`config.mk`:
```
export PLATFORM = sky130hd
export DESIGN_NAME = sdram_special_cmd
export DESIGN_NICKNAME = d
export VERILOG_FILES = /design/src/rtl/sdram_ovr_pkg.sv /design/src/rtl/sdram_ovr_ctrl_reg.sv /design/src/rtl/sdram_ovr_refresh.sv /design/src/rtl/sdram_ovr_issue.sv /design/src/rtl/sdram_special_cmd.sv
export SDC_FILE = /design/constraint.sdc
export NUM_CORES = 1
export LEC_CHECK = 0
export BUFFER_PORTS_ARGS = -buffer_cell sky130_fd_sc_hd__buf_2
export CAP_MARGIN = 40
export CORE_MARGIN = 2
export CORE_UTILIZATION = 35
export CTS_BUF_LIST = sky130_fd_sc_hd__clkbuf_4 sky130_fd_sc_hd__clkbuf_8
export DETAILED_ROUTE_END_ITERATION = 7
export SKIP_CTS_REPAIR_TIMING = 1
export SYNTH_ARGS = -nofsm -noshare
export SYNTH_HDL_FRONTEND = slang
export SYNTH_SLANG_ARGS = --single-unit
```
`constraint.sdc`:
```
create_clock -name clk -period 2.2 [get_ports clk]
set_input_delay 0.22 -clock clk [delete_from_list [all_inputs] [get_ports clk]]
set_output_delay 0.22 -clock clk [all_outputs]
set_load 0.02 [all_outputs]
```
`src/rtl/sdram_ovr_pkg.sv`:
```
package sdram_ovr_pkg;

    localparam int MA_W  = 12;
    localparam int MRS_W = 7;

    localparam logic [7:0] CTRL_RESET = 8'h08;

    // {cs_n, ras_n, cas_n, we_n}
    localparam logic [3:0] CTL_DESEL = 4'b1111;
    localparam logic [3:0] CTL_NOP   = 4'b0111;
    localparam logic [3:0] CTL_PALL  = 4'b0010;
    localparam logic [3:0] CTL_MRS   = 4'b0000;
    localparam logic [3:0] CTL_CBR   = 4'b0001;

    localparam logic [MA_W-1:0] MA_ALLBANK = MA_W'(1) << 10;

    typedef enum logic [2:0] {
        MODE_NORMAL = 3'b000,
        MODE_NOP    = 3'b001,
        MODE_PALL   = 3'b010,
        MODE_MRS    = 3'b011,
        MODE_CBR    = 3'b100
    } spec_mode_e;

    typedef struct packed {
        logic            cs_n;
        logic            ras_n;
        logic            cas_n;
        logic            we_n;
        logic [MA_W-1:0] ma;
    } sdram_cmd_t;

    function automatic spec_mode_e decode_mode(input logic [2:0] f);
        case (f)
            3'b001:  return MODE_NOP;
            3'b010:  return MODE_PALL;
            3'b011:  return MODE_MRS;
            3'b100:  return MODE_CBR;
            default: return MODE_NORMAL;
        endcase
    endfunction

    function automatic logic decode_refresh(input logic [1:0] f);
        return (f == 2'b01);
    endfunction

    function automatic sdram_cmd_t mk_cmd(input logic [3:0] ctl, input logic [MA_W-1:0] ma);
        return {ctl, ma};
    endfunction

endpackage

```
`src/rtl/sdram_ovr_ctrl_reg.sv`:
```
module sdram_ovr_ctrl_reg
    import sdram_ovr_pkg::*;
(
    input  logic       clk,
    input  logic       rst,
    input  logic       wr_en,
    input  logic [7:0] wr_data,
    output logic [7:0] rd_data,
    output spec_mode_e mode_o,
    output logic       ref_en_o,
    output logic       nop_seen_o
);
    logic [7:0] ctrl_q;
    logic       nop_seen_q;

    always_ff @(posedge clk) begin
        if (rst) begin
            ctrl_q     <= CTRL_RESET;
            nop_seen_q <= 1'b0;
        end else if (wr_en) begin
            ctrl_q     <= wr_data;
            nop_seen_q <= nop_seen_q | (wr_data[2:0] == MODE_NOP);
        end
    end

    always_comb begin
        rd_data    = ctrl_q;
        mode_o     = decode_mode(ctrl_q[2:0]);
        ref_en_o   = decode_refresh(ctrl_q[4:3]);
        nop_seen_o = nop_seen_q;
    end
endmodule

```
`src/rtl/sdram_ovr_refresh.sv`:
```
module sdram_ovr_refresh #(
    parameter int INTERVAL = 1560
) (
    input  logic clk,
    input  logic rst,
    input  logic ref_en,
    output logic grant_o
);
    localparam int CNT_W = (INTERVAL > 2) ? $clog2(INTERVAL) : 1;
    localparam logic [CNT_W-1:0] LAST = CNT_W'(INTERVAL - 1);

    logic [CNT_W-1:0] cnt_q;
    logic             due_q;

    always_ff @(posedge clk) begin
        if (rst || !ref_en) begin
            cnt_q <= '0;
            due_q <= 1'b0;
        end else begin
            due_q <= (cnt_q == LAST);
            cnt_q <= (cnt_q == LAST) ? '0 : cnt_q + 1'b1;
        end
    end

    // due_q is a one-cycle pulse and always takes the slot it is raised for
    assign grant_o = due_q & ref_en;
endmodule

```
`src/rtl/sdram_ovr_issue.sv`:
```
module sdram_ovr_issue
    import sdram_ovr_pkg::*;
(
    input  logic             clk,
    input  logic             rst,
    input  spec_mode_e       mode,
    input  logic             nop_seen,
    input  logic             ref_grant,
    input  logic             host_req,
    input  logic [MRS_W-1:0] host_addr,
    input  logic             norm_ack,
    output logic             host_ack,
    output logic             norm_req,
    output sdram_cmd_t       cmd_o,
    output logic             seq_err_o
);
    logic       special;
    logic       host_take;
    logic       blocked;
    sdram_cmd_t cmd_d;
    sdram_cmd_t cmd_q;
    logic       err_q;

    always_comb begin
        special   = (mode != MODE_NORMAL);
        host_take = host_req & special & ~ref_grant;
        blocked   = special & (mode != MODE_NOP) & ~nop_seen;
        host_ack  = host_req & ~ref_grant & (special | norm_ack);
        norm_req  = host_req & ~special & ~ref_grant;

        cmd_d = mk_cmd(CTL_DESEL, '0);
        if (ref_grant) begin
            cmd_d = mk_cmd(CTL_CBR, '0);
        end else if (host_take) begin
            if (blocked) begin
                cmd_d = mk_cmd(CTL_NOP, '0);
            end else begin
                case (mode)
                    MODE_NOP:  cmd_d = mk_cmd(CTL_NOP, '0);
                    MODE_PALL: cmd_d = mk_cmd(CTL_PALL, MA_ALLBANK);
                    MODE_MRS:  cmd_d = mk_cmd(CTL_MRS, {{(MA_W-MRS_W){1'b0}}, host_addr});
                    MODE_CBR:  cmd_d = mk_cmd(CTL_CBR, '0);
                    default:   cmd_d = mk_cmd(CTL_DESEL, '0);
                endcase
            end
        end
    end

    always_ff @(posedge clk) begin
        if (rst) begin
            cmd_q <= mk_cmd(CTL_DESEL, '0);
            err_q <= 1'b0;
        end else begin
            cmd_q <= cmd_d;
            err_q <= err_q | (host_take & blocked);
        end
    end

    assign cmd_o     = cmd_q;
    assign seq_err_o = err_q;
endmodule

```
`src/rtl/sdram_special_cmd.sv`:
```
module sdram_special_cmd
    import sdram_ovr_pkg::*;
#(
    parameter int REF_INTERVAL = 1560
) (
    input  logic             clk,
    input  logic             rst,
    input  logic             cfg_wr_en,
    input  logic [7:0]       cfg_wr_data,
    output logic [7:0]       cfg_rd_data,
    input  logic             host_req,
    input  logic [MRS_W-1:0] host_addr,
    output logic             host_ack,
    output logic             norm_req,
    input  logic             norm_ack,
    output logic             sd_cs_n,
    output logic             sd_ras_n,
    output logic             sd_cas_n,
    output logic             sd_we_n,
    output logic [MA_W-1:0]  sd_ma,
    output logic             seq_err
);
    spec_mode_e mode;
    logic       ref_en;
    logic       nop_seen;
    logic       ref_grant;
    sdram_cmd_t bus;

    sdram_ovr_ctrl_reg u_reg (
        .clk        (clk),
        .rst        (rst),
        .wr_en      (cfg_wr_en),
        .wr_data    (cfg_wr_data),
        .rd_data    (cfg_rd_data),
        .mode_o     (mode),
        .ref_en_o   (ref_en),
        .nop_seen_o (nop_seen)
    );

    sdram_ovr_refresh #(.INTERVAL(REF_INTERVAL)) u_ref (
        .clk     (clk),
        .rst     (rst),
        .ref_en  (ref_en),
        .grant_o (ref_grant)
    );

    sdram_ovr_issue u_issue (
        .clk       (clk),
        .rst       (rst),
        .mode      (mode),
        .nop_seen  (nop_seen),
        .ref_grant (ref_grant),
        .host_req  (host_req),
        .host_addr (host_addr),
        .norm_ack  (norm_ack),
        .host_ack  (host_ack),
        .norm_req  (norm_req),
        .cmd_o     (bus),
        .seq_err_o (seq_err)
    );

    assign sd_cs_n  = bus.cs_n;
    assign sd_ras_n = bus.ras_n;
    assign sd_cas_n = bus.cas_n;
    assign sd_we_n  = bus.we_n;
    assign sd_ma    = bus.ma;
endmodule

```
==> run summary <==
Routed Antenna Nets: 0
Synth Warn #: 0
Lkg Pwr: 0.000724 uW
TritonCTS Sinks: 34
Max clock buf depth: 2
Post-route DRC: 0
R2r endpoint: u_ref.cnt_q[3]$_SDFF_PP0_
Register area: 681 sq um
Most frequent cell after synthesis: dfxtp_1
Hold Crit Class: input pin to flop
WL/cell: 11.2 um
Setup TNS Final: 0 ns
Area leader, netlist: dfxtp_1
DP Worst Slack: 0.473 ns
Hold path endpoint: u_issue.cmd_o[0]$_SDFF_PP0_
Netlist cell types: 34
Worst EP arrival: 1.88 ns
PnR worst setup slack: 0.471 ns
Startpoint class of the critical path: flop
Die Wd: 65.2 um
First-pass GRT wire length: 4400 um
Reg2Reg Depth: 4
Commonest cells post-synth: dfxtp_1, nor2_1, a21oi_1, and2_1, mux2i_1
GRT overflow: 0
Tmin final: 1.73 ns
Period utilization: 78.6%
Cts bufs inserted: 5
GP Congestion: 0.830
CTS HTree Levels: 2
Share of layout cells above drive strength 1: 29.4%
Global Route met2 Usage: 21.3%
Power Dens Cells: 748 mW/mm^2
Hold Startpoint: host_addr[0]
Filler cell count: 389
Drt pass-1 iters: 4
Post-Layout Inst Area: 0.00165 sq mm
Post-synth EDFFs: 0
PortBufs: 42
Post-synthesis cell area: 0.00131 sq mm
Antenna diodes: 0
Status: finished, final reports clean
Primary FF master, synth: dfxtp_1
FF+latch count, synth: 34
Worst hold margin: 0.138 ns
Crit Path Max Fanout: 10
Crit path kind: flop to flop
Max-Cap Viols: 0
Multi-input logic area: 589 sq um
Gr busiest metal: met2
Final Skew: 0.00383 ns
Placed cell area: 0.00156 sq mm
Register area share after synthesis: 51.9%
Initial drt markers: 32
Met3 Resource Use GR: 5.65%
Core Util, Final: 45.4%
Ports: 47
Reg2reg start: u_ref.cnt_q[0]$_SDFF_PP0_
Hold Violations, Final: 0
Area grow syn2layout: 25.9%
Largest net degree at the start of global routing: 13
F_max: 578 MHz
Die Y: 65.2 um
Post-Synthesis Cells: 133
Met1 usage: 15.6%
WHS Path Cells: 2
CP endpoint kind: flop
Peak supply drop: 316 uV
RSZ-0062 raised after global routing: no
Via density: 4.74
Vias in the first global route: 1,005
Slew Viols, Final: 0
R2R Setup Slk: 0.47 ns
Final nets: 200
Starting density of the core: 36.1%
Initial antenna violation count: 0
Die Area: 0.00425 sq mm
CTS tree: built
GRT Util Overall: 13.5%
Synth top area share: 51.9%
Reg clk slew, reported paths: 0.07 ns
Core outline area: 0.00363 sq mm
Final setup vio count: 0
Drt total wl: 2550 um
Worst skew pair latency: 0.28 ns
Number of core rows: 22
CP required: 2.35 ns
Async SR Flop Fraction: 0%
DR vias: 1,081
Top cells by area, synth: dfxtp_1, mux2i_1, nor2_1, and2_1, a21oi_1
Syn Area/Cell: 9.86 sq um
Root Buffer Master: clkbuf_8
Hpwl dp: 1960 um
==> report_power, final <==
group          internal [uW]  leakage, uW  switching, uW
Sequential               632     0.000276           14.1
Combinational           47.5     0.000396           68.7
Clock                    264    0.0000517            208
==> cells by family after synthesis <==
logic type	count (synthesis)	share of synthesized area, %
AND/OR/NAND/NOR	53	22.5
buffers and inverters	10	4.01
multiplexers	8	6.11
other	1	0.286
XOR/XNOR	4	2.67
AO/OA/AOI/OAI	22	11.5
flip-flops	34	51.9
adder cells (fa/ha/maj)	1	0.954
==> layer usage <==
metal  vias up  wire length (um)  share of wire [%]
met2        34              1150                 45
met1       489              1140                 45
met4         0                51                2.0
met3         7               211                8.3
met5         -                 0                  0
li1        551                 -                  -
==> flip-flops by register name (all words and copies together), names as in the netlist <==
register           cells
u_ref.cnt_q           11
u_issue.seq_err_o      1
u_reg.rd_data          8
u_ref.due_q            1
u_issue.cmd_o         12
u_reg.nop_seen_o       1
==> through the flow <==
step	power, uW	cells
finish	1230	228
global route	1290	228
CTS	1250	228
detailed placement	776	220
global placement	772	220
floorplan	738	136
==> area by class of cell <==
| cell class | instances | area share, % |
|---|---|---|
| clock buffer | 7 | 5.46 |
| clock inverter | 1 | 0.303 |
| inverter | 4 | 0.910 |
| multi-input combinational | 92 | 35.7 |
| sequential | 34 | 41.2 |
| tap | 48 | 3.64 |
| timing repair buffer | 42 | 12.7 |
==> how the worst max path moves through the flow <==
stage	slack [ns]	to	start	depth (start not counted)
finish	0.47	u_ref.cnt_q[3]$_SDFF_PP0_	u_ref.cnt_q[0]$_SDFF_PP0_	4
global route	0.33	u_ref.cnt_q[4]$_SDFF_PP0_	u_ref.cnt_q[0]$_SDFF_PP0_	4
CTS	0.46	u_ref.cnt_q[3]$_SDFF_PP0_	u_ref.cnt_q[0]$_SDFF_PP0_	4
detailed placement	0.47	u_ref.cnt_q[3]$_SDFF_PP0_	u_ref.cnt_q[0]$_SDFF_PP0_	4
global placement	0.54	u_ref.cnt_q[3]$_SDFF_PP0_	u_ref.cnt_q[0]$_SDFF_PP0_	4
floorplan	0.64	u_ref.cnt_q[3]$_SDFF_PP0_	u_ref.cnt_q[0]$_SDFF_PP0_	4
==> worst max-delay path, stage by stage (launching register included) <==
cell	delay [ns]
dfxtp_1	0.37
ha_1	0.24
or4bb_1	0.47
o31ai_4	0.42
nor2_1	0.09
==> placed cells by master, fill, tap and decap left out, types with 3 or more instances in the layout <==
master    synthesis  layout
and2_1            9       9
nand2_1           5       5
buf_2             0      42
nor2_1           17      17
nand3_1           4       4
xnor2_1           3       3
dfxtp_1          34      34
mux2i_1           8       8
o21ai_0           4       4
conb_1            1       4
or3_1             4       4
a21oi_1           9       9
inv_1             4       4
clkbuf_8          0       6
nand4_1           3       3
No activity file was read; power rests on OpenSTA's default activity.
